**config.mk**
```make
export PLATFORM = sky130hd
export DESIGN_NAME = adcScanTop
export DESIGN_NICKNAME = d
export VERILOG_FILES = /design/src/rtl/adcScanPkg.sv /design/src/rtl/adcScanData.sv /design/src/rtl/adcScanCtrl.sv /design/src/rtl/adcScanTop.sv
export SDC_FILE = /design/constraint.sdc
export NUM_CORES = 1
export LEC_CHECK = 0
export ABC_AREA = 0
export BUFFER_PORTS_ARGS = -buffer_cell sky130_fd_sc_hd__buf_2
export CORE_MARGIN = 1
export CORE_UTILIZATION = 50
export CTS_CLUSTER_DIAMETER = 200
export DETAILED_ROUTE_END_ITERATION = 10
export GPL_ROUTABILITY_DRIVEN = 0
export PLACE_DENSITY = 0.74
export SLEW_MARGIN = 20
export SYNTH_ARGS = -nofsm -noshare
export SYNTH_HDL_FRONTEND = slang
export SYNTH_HIERARCHICAL = 1
export SYNTH_SLANG_ARGS = --single-unit
```
**constraint.sdc**
```tcl
create_clock -name clk -period 5.1 [get_ports clk]
set_clock_uncertainty 0.15 [all_clocks]
set_input_delay 0.255 -clock clk [delete_from_list [all_inputs] [get_ports clk]]
set_output_delay 0.255 -clock clk [all_outputs]
set_load 0.03 [all_outputs]
```
**src/rtl/adcScanPkg.sv**
```systemverilog
package adcScanPkg;

  localparam int ADR_RES_LO = 0;
  localparam int ADR_RES_HI = 1;
  localparam int ADR_CTRL   = 2;
  localparam int ADR_RANGE  = 3;
  localparam int ADR_STAT   = 4;
  localparam int ADR_SAMP   = 5;

  localparam logic [1:0] TRIG_SW    = 2'b00;
  localparam logic [1:0] TRIG_TMR16 = 2'b01;
  localparam logic [1:0] TRIG_TMR8  = 2'b10;
  localparam logic [1:0] TRIG_EXT   = 2'b11;

  typedef enum logic [2:0] {
    ST_IDLE, ST_ARMED, ST_SAMPLE, ST_CONV, ST_WAIT
  } scanStateT;

  // Configuration held in the datapath, consumed by the control
  typedef struct packed {
    logic       en;
    logic       contMode;
    logic [1:0] trigSel;
    logic [2:0] startCh;
    logic [2:0] endCh;
    logic [1:0] sampleSel;
  } cfgT;

  // Software requests decoded from a control-register write
  typedef struct packed {
    logic arm;
    logic swTrig;
    logic stop;
  } ctlReqT;

  // Strobes from the control back to the datapath
  typedef struct packed {
    logic       latch;
    logic       busy;
    logic [2:0] chan;
  } ctlStbT;

endpackage

```
**src/rtl/adcScanData.sv**
```systemverilog
module adcScanData
  import adcScanPkg::*;
#(
  parameter int RES_W  = 10,
  parameter int ADDR_W = 3
) (
  input  logic              clk,
  input  logic              rstN,
  input  logic              busWr,
  input  logic              busRd,
  input  logic [ADDR_W-1:0] busAddr,
  input  logic [7:0]        busWdata,
  output logic [7:0]        busRdata,
  input  ctlStbT            stb,
  input  logic [RES_W-1:0]  anaResult,
  output cfgT               cfg,
  output ctlReqT            req,
  output logic              doneFlag,
  output logic              ovrFlag
);

  localparam int HI_W = RES_W - 8;

  logic [RES_W-1:0] resReg;
  logic             ctrlWr, rangeWr, statWr, sampWr, resRead;
  logic [7:0]       resHiByte;

  assign ctrlWr  = busWr && (busAddr == ADDR_W'(ADR_CTRL));
  assign rangeWr = busWr && (busAddr == ADDR_W'(ADR_RANGE));
  assign statWr  = busWr && (busAddr == ADDR_W'(ADR_STAT));
  assign sampWr  = busWr && (busAddr == ADDR_W'(ADR_SAMP));
  assign resRead = busRd && ((busAddr == ADDR_W'(ADR_RES_LO)) ||
                             (busAddr == ADDR_W'(ADR_RES_HI)));

  // Requests take enable and trigger from the write data itself
  always_comb begin
    req.arm    = ctrlWr && busWdata[1] && busWdata[0];
    req.swTrig = req.arm && (busWdata[4:3] == TRIG_SW);
    req.stop   = ctrlWr && !(busWdata[1] && busWdata[0]);
  end

  // Configuration registers
  always_ff @(posedge clk or negedge rstN) begin
    if (!rstN) begin
      cfg           <= '0;
      cfg.sampleSel <= 2'b11;
    end else begin
      if (ctrlWr) begin
        cfg.en       <= busWdata[0];
        cfg.contMode <= busWdata[2];
        cfg.trigSel  <= busWdata[4:3];
      end
      if (rangeWr) begin
        cfg.startCh <= busWdata[2:0];
        cfg.endCh   <= busWdata[6:4];
      end
      if (sampWr) cfg.sampleSel <= busWdata[1:0];
    end
  end

  // Result storage and flags
  always_ff @(posedge clk or negedge rstN) begin
    if (!rstN) begin
      resReg   <= '0;
      doneFlag <= 1'b0;
      ovrFlag  <= 1'b0;
    end else begin
      if (stb.latch) begin
        resReg   <= anaResult;
        doneFlag <= 1'b1;
      end else if (resRead) begin
        doneFlag <= 1'b0;
      end
      if (stb.latch && doneFlag && !resRead) ovrFlag <= 1'b1;
      else if (statWr && !busWdata[1])      ovrFlag <= 1'b0;
    end
  end

  generate
    if (HI_W > 0) begin : g_hiByte
      assign resHiByte = 8'(resReg[RES_W-1:8]);
    end else begin : g_noHiByte
      assign resHiByte = 8'h00;
    end
  endgenerate

  always_comb begin
    busRdata = 8'h00;
    case (busAddr)
      ADDR_W'(ADR_RES_LO): busRdata = resReg[7:0];
      ADDR_W'(ADR_RES_HI): busRdata = resHiByte;
      ADDR_W'(ADR_CTRL):   busRdata = {3'b000, cfg.trigSel, cfg.contMode, stb.busy, cfg.en};
      ADDR_W'(ADR_RANGE):  busRdata = {1'b0, cfg.endCh, 1'b0, cfg.startCh};
      ADDR_W'(ADR_STAT):   busRdata = {3'b000, stb.chan, ovrFlag, doneFlag};
      ADDR_W'(ADR_SAMP):   busRdata = {6'b000000, cfg.sampleSel};
      default:             busRdata = 8'h00;
    endcase
  end

endmodule

```
**src/rtl/adcScanCtrl.sv**
```systemverilog
module adcScanCtrl
  import adcScanPkg::*;
#(
  parameter int CNT_W  = 4,
  parameter int SYNC_N = 2
) (
  input  logic   clk,
  input  logic   rstN,
  input  cfgT    cfg,
  input  ctlReqT req,
  input  logic   extTrigN,
  input  logic   tmr8Trig,
  input  logic   tmr16Trig,
  input  logic   convTick,
  input  logic   anaDone,
  output ctlStbT stb,
  output logic   anaSample,
  output logic   anaStart
);

  scanStateT        state, stateNxt;
  logic [1:0]       chan, chanNxt;
  logic [CNT_W-1:0] cnt, cntNxt, sampleLast;
  logic [SYNC_N:0]  extSync;
  logic             extFall, hwTrig, lastCh;

  // Pin synchronizer plus one stage for falling-edge detection
  always_ff @(posedge clk or negedge rstN) begin
    if (!rstN) extSync <= '1;
    else       extSync <= {extSync[SYNC_N-1:0], extTrigN};
  end
  assign extFall = extSync[SYNC_N] && !extSync[SYNC_N-1];

  always_comb begin
    case (cfg.trigSel)
      TRIG_TMR16: hwTrig = tmr16Trig;
      TRIG_TMR8:  hwTrig = tmr8Trig;
      TRIG_EXT:   hwTrig = extFall;
      default:    hwTrig = 1'b0;
    endcase
  end

  // Ticks in window = 2*sel + 3, counter runs 0..last
  assign sampleLast = CNT_W'({cfg.sampleSel, 1'b0}) + CNT_W'(2);
  assign lastCh     = chan >= cfg.endCh[1:0];

  always_comb begin
    stateNxt = state;
    chanNxt  = chan;
    cntNxt   = cnt;
    if (req.stop || (!cfg.en && !req.arm)) begin
      stateNxt = ST_IDLE;
    end else begin
      case (state)
        ST_IDLE: if (req.arm) begin
          if (req.swTrig) begin
            stateNxt = ST_SAMPLE;
            chanNxt  = cfg.startCh[1:0];
            cntNxt   = '0;
          end else begin
            stateNxt = ST_ARMED;
          end
        end
        ST_ARMED: if (hwTrig) begin
          stateNxt = ST_SAMPLE;
          chanNxt  = cfg.startCh[1:0];
          cntNxt   = '0;
        end
        ST_SAMPLE: if (convTick) begin
          if (cnt == sampleLast) stateNxt = ST_CONV;
          else                   cntNxt   = cnt + CNT_W'(1);
        end
        ST_CONV: stateNxt = ST_WAIT;
        ST_WAIT: if (anaDone) begin
          cntNxt = '0;
          if (!lastCh) begin
            stateNxt = ST_SAMPLE;
            chanNxt  = chan + 2'd1;
          end else if (cfg.contMode) begin
            stateNxt = ST_SAMPLE;
            chanNxt  = cfg.startCh[1:0];
          end else begin
            stateNxt = ST_IDLE;
          end
        end
        default: stateNxt = ST_IDLE;
      endcase
    end
  end

  always_ff @(posedge clk or negedge rstN) begin
    if (!rstN) begin
      state <= ST_IDLE;
      chan  <= 2'd0;
      cnt   <= '0;
    end else begin
      state <= stateNxt;
      chan  <= chanNxt;
      cnt   <= cntNxt;
    end
  end

  assign anaSample = (state == ST_SAMPLE);
  assign anaStart  = (state == ST_CONV);

  always_comb begin
    stb.latch = (state == ST_WAIT) && anaDone;
    stb.busy  = (state != ST_IDLE);
    stb.chan  = {1'b0, chan};
  end

endmodule

```
**src/rtl/adcScanTop.sv**
```systemverilog
module adcScanTop
  import adcScanPkg::*;
#(
  parameter int RES_W  = 10,
  parameter int ADDR_W = 3,
  parameter int CNT_W  = 4
) (
  input  logic              clk,
  input  logic              rstN,
  input  logic              busWr,
  input  logic              busRd,
  input  logic [ADDR_W-1:0] busAddr,
  input  logic [7:0]        busWdata,
  output logic [7:0]        busRdata,
  input  logic              extTrigN,
  input  logic              tmr8Trig,
  input  logic              tmr16Trig,
  input  logic              convTick,
  output logic              anaSample,
  output logic              anaStart,
  output logic [1:0]        anaChan,
  input  logic [RES_W-1:0]  anaResult,
  input  logic              anaDone,
  output logic              adcDone
);

  cfgT    cfg;
  ctlReqT req;
  ctlStbT stb;
  logic   ovrFlag;

  adcScanData #(.RES_W(RES_W), .ADDR_W(ADDR_W)) data_i (
    .clk(clk), .rstN(rstN),
    .busWr(busWr), .busRd(busRd), .busAddr(busAddr),
    .busWdata(busWdata), .busRdata(busRdata),
    .stb(stb), .anaResult(anaResult),
    .cfg(cfg), .req(req),
    .doneFlag(adcDone), .ovrFlag(ovrFlag)
  );

  adcScanCtrl #(.CNT_W(CNT_W)) ctrl_i (
    .clk(clk), .rstN(rstN),
    .cfg(cfg), .req(req),
    .extTrigN(extTrigN), .tmr8Trig(tmr8Trig), .tmr16Trig(tmr16Trig),
    .convTick(convTick), .anaDone(anaDone),
    .stb(stb), .anaSample(anaSample), .anaStart(anaStart)
  );

  assign anaChan = stb.chan[1:0];

endmodule

```
==> results.py, run 1 <==
metrics = {
    "floorplanning": {
        "die_y_um": 66.0,
        "die_x_um": 66.0,
        "rows": 22,
        "core_area_mm2": 0.00380,
        "ios": 43,
        "die_area_mm2": 0.00436,
        "initial_utilization_pct": 54.0,
    },
    "synthesis": {
        "ys_types": 58,
        "ys_ff_latch": 36,
        "ys.flop_type": "dfrtp_1",
        "synthCells": 188,
        "synth_edf_count": 0,
        "synth_area_per_cell_um2": 10.9,
        "yosysWarnings": 6,
        "syn_area_mm2": 0.00205,
        "yosysTopAreaCell": "dfrtp_1",
        "synthArstFlopShare_pct": 100,
        "yosysSeqAreaShare_pct": 44.2,
        "yosys-top-cells-area": "dfrtp_1 (38%), mux2_2 (12%), dfstp_2 (6.4%)",
        "syn_nets": 222,
        "yosysTopAreaCellShare_pct": 37.8,
    },
    "clock_tree": {
        "cts_tree": "built",
        "htree_levels": 2,
        "clock_latency_ps": 290,
        "cts_setup_buffers": 0,
        "ctsHoldBuffers": 2,
        "clkSinkCount": 36,
        "cts_resized": 0,
        "clockRootBuffer": "clkbuf_8",
        "cts.clk_slew.worst_paths_ps": 70,
        "cts-buffers-inserted": 5,
        "clk_path_buf_depth": 2,
    },
    "final_layout": {
        "instances_no_fill": 278,
        "layout_commonest_cell": "buf_2",
        "area_delta_synth_final_pct": 16.2,
        "drive_gt1_share_pct": 35.7,
        "n_fill_cell": 318,
        "final_nets": 263,
        "layout_common_cells": "buf_2 (41), dfrtp_1 (31), mux2_2 (21)",
        "diodes": 0,
    },
    "routing": {
        "dr.pass1.iters": 4,
        "num_vias": 1591,
        "ant_nets": 0,
        "dr.first_iter.drc_count": 84,
        "drc": 0,
        "wl_per_cell_um": 14.9,
        "totalWireLength_um": 4150,
        "vias_per_cell": 5.72,
    },
    "grt": {
        "grt_pass1_wl_um": 7170,
        "grt_pass1_vias": 1504,
        "grt_usage_pct": 21.7,
        "antenna_found_initial": 0,
        "grt_start_max_net_pins": 37,
        "grt_overflow_total": 0,
    },
    "worst_setup_path": {
        "path_cells": "ha_1, xor2_1, or4_1, a31oi_2, or3_4, mux2_4",
        "cp_top_family": "simple AND/OR/NAND/NOR gates",
        "critPathArrivalTime_ps": 2600,
        "cp_data_required_time_ps": 5130,
        "endpoint_kind": "flop",
        "max_stage_delay_ps": 570,
        "path_buf_inv": 0,
        "path_class": "flop to flop",
        "start_kind": "flop",
        "cpMaxStageDelayCell": "or4_1",
        "path_max_fanout": 4,
    },
    "sta": {
        "hold_viol": 0,
        "timing.setup.tns_ps": 0,
        "period_share_pct": 50.4,
        "max_freq_mhz": 389,
        "whs_ps": 41.5,
        "worstMarginPinSlew_ps": 803,
        "rsz0062_at_grt": "false",
        "finalCriticalPeriod_ps": 2570,
        "drv_slew": 0,
        "max_slew_margin_pct": 46.5,
        "setup_viol": 0,
    },
    "job": {
        "max_cap_viol_count": 0,
    },
    "place": {
        "dp_hpwl_um": 3030,
        "dp.cells": 268,
        "port_buffers": 41,
    },
    "power_and_ir_drop": {
        "p_leak_nw": 1.14,
        "peakVddDrop_mv": 0.245,
        "power_density_mw_per_mm2": 287,
    },
    "worst_hold_path": {
        "holdCritPathClass": "input pin to flop",
    },
    "run_status": {
        "status": "complete, no violations",
    },
}
metrics by stage:
stage	utilization (%)	cell area (um^2)	setup slack (ps)	total power (W)
after floorplan	-	2050	2630	0.000404
after global placement	59.4	2250	2250	0.000438
after detailed placement	59.4	2250	2250	0.000441
after CTS	62.7	2380	2520	0.000690
after global routing	62.7	2380	2440	0.000722
final	62.7	2380	2530	0.000684
cells by family after synthesis:
group / after synthesis / share of synthesized area, %
and+or+nand+nor: 59 / 17.0
AOI/OAI and AO/OA: 39 / 13.2
DFF: 36 / 44.2
muxes: 33 / 17.9
buffers and inverters: 13 / 3.72
adders and majority gates: 4 / 2.44
xor gates and xnor gates: 3 / 1.28
other: 1 / 0.183
per-layer routing:
metal  vias to the layer above  GRT usage [%]  routed length [um]
met3                         9           5.86                 210
met1                       770           30.2                2030
met4                         0           6.38                  65
met5                         -              0                   0
met2                        40           33.0                1840
li1                        772              -                   -
report_power, final:
| group | total, W | internal [W] | switching [W] |
|---|---|---|---|
| clock network | 0.000247 | 0.000145 | 0.000102 |
| logic | 0.000106 | 0.0000508 | 0.0000554 |
| registers | 0.000331 | 0.000312 | 0.0000189 |
| total | 0.000684 | 0.000508 | 0.000177 |
state kept, by name, summed over array words and instances, names as in the netlist:
| signal | flops |
|---|---|
| ctrl_i/chan | 2 |
| data_i/cfg | 12 |
| ctrl_i/extSync | 3 |
| data_i/doneFlag | 1 |
| ctrl_i/state | 3 |
| ctrl_i/cnt | 4 |
| data_i/ovrFlag | 1 |
| data_i/resReg | 10 |
cell usage after synthesis, types with 2 or more instances:
master,count
nand3b_1,2
and2_1,2
mux2i_1,7
a21oi_1,7
nand2b_1,4
nand3_1,5
xor2_1,2
and3_1,2
buf_6,2
nor2b_1,2
o21ai_0,11
nand2_1,10
nor3_1,2
a31oi_1,2
nor2_1,11
inv_1,4
a21o_1,3
buf_4,2
dfstp_2,5
nor4_1,2
o41ai_1,2
nor4b_1,3
and2b_1,2
buf_2,4
dfrtp_1,31
mux2_1,4
mux2_2,21
ha_1,4
path summary, 6_finish.rpt:
check	start	endpoint	slack [ps]	cells after the start
setup / recovery	data_i/cfg[0]$_DFFE_PN1P_	ctrl_i/cnt[0]$_DFFE_PN0P_	2530	6
hold / removal	busWdata[5]	data_i/cfg[3]$_DFFE_PN0P_	40	2
setup reg to reg	data_i/cfg[0]$_DFFE_PN1P_	ctrl_i/cnt[0]$_DFFE_PN0P_	2530	6
hold reg to reg	ctrl_i/extSync[0]$_DFF_PN1_	ctrl_i/extSync[1]$_DFF_PN1_	210	0
max in group asynchronous	rstN	data_i/doneFlag$_DFFE_PN0P_	3850	2
min in group asynchronous	rstN	ctrl_i/cnt[2]$_DFFE_PN0P_	430	2
area by class of cell:
class | count | area [um^2] | area share, %
repair buffers | 43 | 225 | 9.45
well taps | 48 | 60.1 | 2.52
multi-input cells | 139 | 1070 | 44.8
clock inverters | 2 | 35.0 | 1.47
flip-flops and latches | 36 | 907 | 38.1
clock buffers | 6 | 72.6 | 3.05
inverters | 4 | 15.0 | 0.630
Power figures use the tool's default switching activity.
==> run 2: changes to the inputs <==
--- a/config.mk
+++ b/config.mk
@@ -5,14 +5,14 @@
 export SDC_FILE = /design/constraint.sdc
 export NUM_CORES = 1
 export LEC_CHECK = 0
-export ABC_AREA = 0
+export ABC_AREA = 1
 export BUFFER_PORTS_ARGS = -buffer_cell sky130_fd_sc_hd__buf_2
 export CORE_MARGIN = 1
 export CORE_UTILIZATION = 50
 export CTS_CLUSTER_DIAMETER = 200
 export DETAILED_ROUTE_END_ITERATION = 10
 export GPL_ROUTABILITY_DRIVEN = 0
-export PLACE_DENSITY = 0.74
+export PLACE_DENSITY = 0.73
 export SLEW_MARGIN = 20
 export SYNTH_ARGS = -nofsm -noshare
 export SYNTH_HDL_FRONTEND = slang
==> constraint.sdc (replaced) <==
create_clock -name clk -period 2.4 [get_ports clk]
set_clock_uncertainty 0.15 [all_clocks]
set_input_delay 0.12 -clock clk [delete_from_list [all_inputs] [get_ports clk]]
set_output_delay 0.12 -clock clk [all_outputs]
set_load 0.03 [all_outputs]
==> results.py, run 2 <==
metrics = {
    "run_status": {
        "status": "complete, no violations",
    },
    "synthesis": {
        "ys.flop_type": "dfrtp_1",
        "synthCells": 322,
        "yosysSeqAreaShare_pct": 38.8,
        "yosysWarnings": 6,
        "ys_ff_latch": 36,
        "yosysTopAreaCellShare_pct": 33.2,
        "synthArstFlopShare_pct": 100,
        "syn_area_mm2": 0.00234,
        "yosysTopAreaCell": "dfrtp_1",
        "synthTopCellsByCount": "nand2_1 (105), inv_1 (44), dfrtp_1 (31), nor2_1 (30), nand3_1 (20)",
        "ys_types": 31,
        "yosys-top-cells-area": "dfrtp_1 (33%), nand2_1 (17%), inv_1 (7.1%)",
        "synth_edf_count": 0,
        "synth_most_common_cell": "nand2_1",
        "synth_area_per_cell_um2": 7.26,
        "syn_nets": 356,
    },
    "floorplanning": {
        "core_area_mm2": 0.00441,
        "initial_utilization_pct": 53.0,
        "rows": 24,
        "die_y_um": 70.4,
        "die_area_mm2": 0.00495,
        "ios": 43,
        "die_x_um": 70.4,
    },
    "power_and_ir_drop": {
        "p_leak_nw": 1.55,
        "power_density_mw_per_mm2": 583,
        "peakVddDrop_mv": 0.384,
    },
    "clock_tree": {
        "htree_levels": 2,
        "clkSinkCount": 36,
        "cts-buffers-inserted": 5,
        "clock_latency_ps": 280,
        "cts_tree": "built",
        "clockRootBuffer": "clkbuf_8",
        "cts_setup_buffers": 0,
        "clk_path_buf_depth": 2,
        "cts.clk_slew.worst_paths_ps": 70,
    },
    "place": {
        "dp_hpwl_um": 3610,
        "port_buffers": 41,
        "post-place-ws_ps": 317,
    },
    "routing": {
        "num_vias": 2128,
        "dr.pass1.iters": 4,
        "ant_nets": 0,
        "wl_per_cell_um": 11.0,
        "totalWireLength_um": 4840,
        "vias_per_cell": 4.83,
        "dr.first_iter.drc_count": 130,
        "drc": 0,
    },
    "job": {
        "max_cap_viol_count": 0,
    },
    "worst_hold_path": {
        "holdCritPathClass": "input pin to flop",
    },
    "final_layout": {
        "drive_gt1_share_pct": 22.6,
        "top_register": "data_i/cfg",
        "n_fill_cell": 380,
        "register_area_um2": 907,
        "postLayoutCoreUtil_pct": 65.8,
        "reg_top3": "data_i/cfg x12, data_i/resReg x10, ctrl_i/cnt x4",
        "area_delta_synth_final_pct": 24.1,
        "diodes": 0,
        "layout_common_cells": "nand2_1 (105), inv_1 (44), buf_2 (41)",
        "largest_reg_flops": 12,
        "final_nets": 422,
        "layout_commonest_cell": "nand2_1",
        "multiInputGateArea_mm2": 0.00119,
    },
    "worst_setup_path": {
        "path_cells": "dlygate4sd3_1, buf_2, inv_1, nor2_1, nor2_1, nor2_4, inv_1, a21oi_1, nand3_1, nor2_4, nand2_1, nand2_1",
        "start_kind": "input pin",
        "path_max_fanout": 5,
        "critPathArrivalTime_ps": 1940,
        "max_stage_delay_ps": 530,
        "cpMaxStageDelayCell": "dlygate4sd3_1",
        "cp_data_required_time_ps": 2470,
        "path_class": "input pin to flop",
        "endpoint_kind": "flop",
    },
    "grt": {
        "grt_start_max_net_pins": 37,
        "grt_pass1_vias": 2069,
        "grt_pass1_wl_um": 8750,
        "grt_overflow_total": 0,
        "grt_usage_pct": 22.2,
        "antenna_found_initial": 0,
    },
    "sta": {
        "max_freq_mhz": 537,
        "drv_slew": 0,
        "rsz0062_at_grt": "false",
        "period_share_pct": 77.6,
        "finalCriticalPeriod_ps": 1860,
        "max_slew_margin_pct": 48.3,
        "whs_ps": 27.0,
        "timing.setup.tns_ps": 0,
        "hold_viol": 0,
        "setup_viol": 0,
        "worstMarginPinSlew_ps": 775,
        "fin_ws_ps": 538,
    },
}
## run 2: changes by cell type after synthesis, moves of 15 or more
cell,before,now
nand2_1,10,105
inv_1,4,44
mux2_2,21,0
nor2_1,11,30
nand3_1,5,20
## run 2: where the power goes
part	internal (W)	leakage (nW)	switching, W	total [W]
Combinational	0.000165	1.04	0.000261	0.000426
Clock	0.000308	0.0552	0.000218	0.000526
Sequential	0.000685	0.447	0.0000556	0.000740
Total	0.00116	1.55	0.000535	0.00169
## run 2: cell families (layout without fill, tap and decap cells)
logic type / count (synthesis) / in the layout / synth area share (%)
AO/OA/AOI/OAI: 31 / 31 / 6.74
adder cells (fa/ha/maj): 4 / 4 / 2.14
flip-flops: 36 / 36 / 38.8
other: 1 / 1 / 0.160
buffers and inverters: 57 / 124 / 10.3
AND/OR/NAND/NOR: 190 / 190 / 40.8
XOR/XNOR: 3 / 3 / 1.12
## run 2: final timing paths
check	cells after the start	end	start	slack, ps
setup / recovery	12	ctrl_i/cnt[3]$_DFFE_PN0P_	busWdata[1]	540
hold / removal	4	ctrl_i/state[2]$_DFFE_PN0P_	anaDone	30
setup reg to reg	10	ctrl_i/state[0]$_DFFE_PN0P_	data_i/cfg[0]$_DFFE_PN1P_	650
hold reg to reg	0	ctrl_i/extSync[1]$_DFF_PN1_	ctrl_i/extSync[0]$_DFF_PN1_	210
max in group asynchronous	2	data_i/ovrFlag$_DFFE_PN0P_	rstN	1320
min in group asynchronous	2	ctrl_i/chan[0]$_DFFE_PN0P_	rstN	300
## run 2: critical path: cells and delay by family
family          cells  cell delay (ps)
compound gates      1              120
simple gates        7              820
buf+inv             4              860
## run 2: routing by layer
metal	global-route usage (%)	up-vias	wire, um
li1	-	1127	-
met1	27.9	947	2260
met2	37.0	43	2300
met3	4.91	11	193
met4	8.22	0	93
met5	0	-	0
## run 2: stage by stage
stage          power (W)  instances  cell area (um^2)
2_1_floorplan    0.00103        322              2340
3_3_place_gp     0.00114        412              2580
3_5_place_dp     0.00115        412              2580
4_1_cts          0.00171        441              2900
5_1_grt          0.00181        441              2900
6_report         0.00169        441              2900
## run 2: final cells by class
cell class,instances,share of cell area [%]
multi-input cells,229,41.0
clock inverters,2,1.21
flip-flops and latches,36,31.3
repair buffers,63,14.6
inverters,53,7.20
clock buffers,6,2.50
well taps,52,2.24
## run 2: repair_timing
item / in CTS / in global routing
resized for setup: 0 / 0
hold buffers: 21 / 0
hold endpoints to repair: 55 / 0
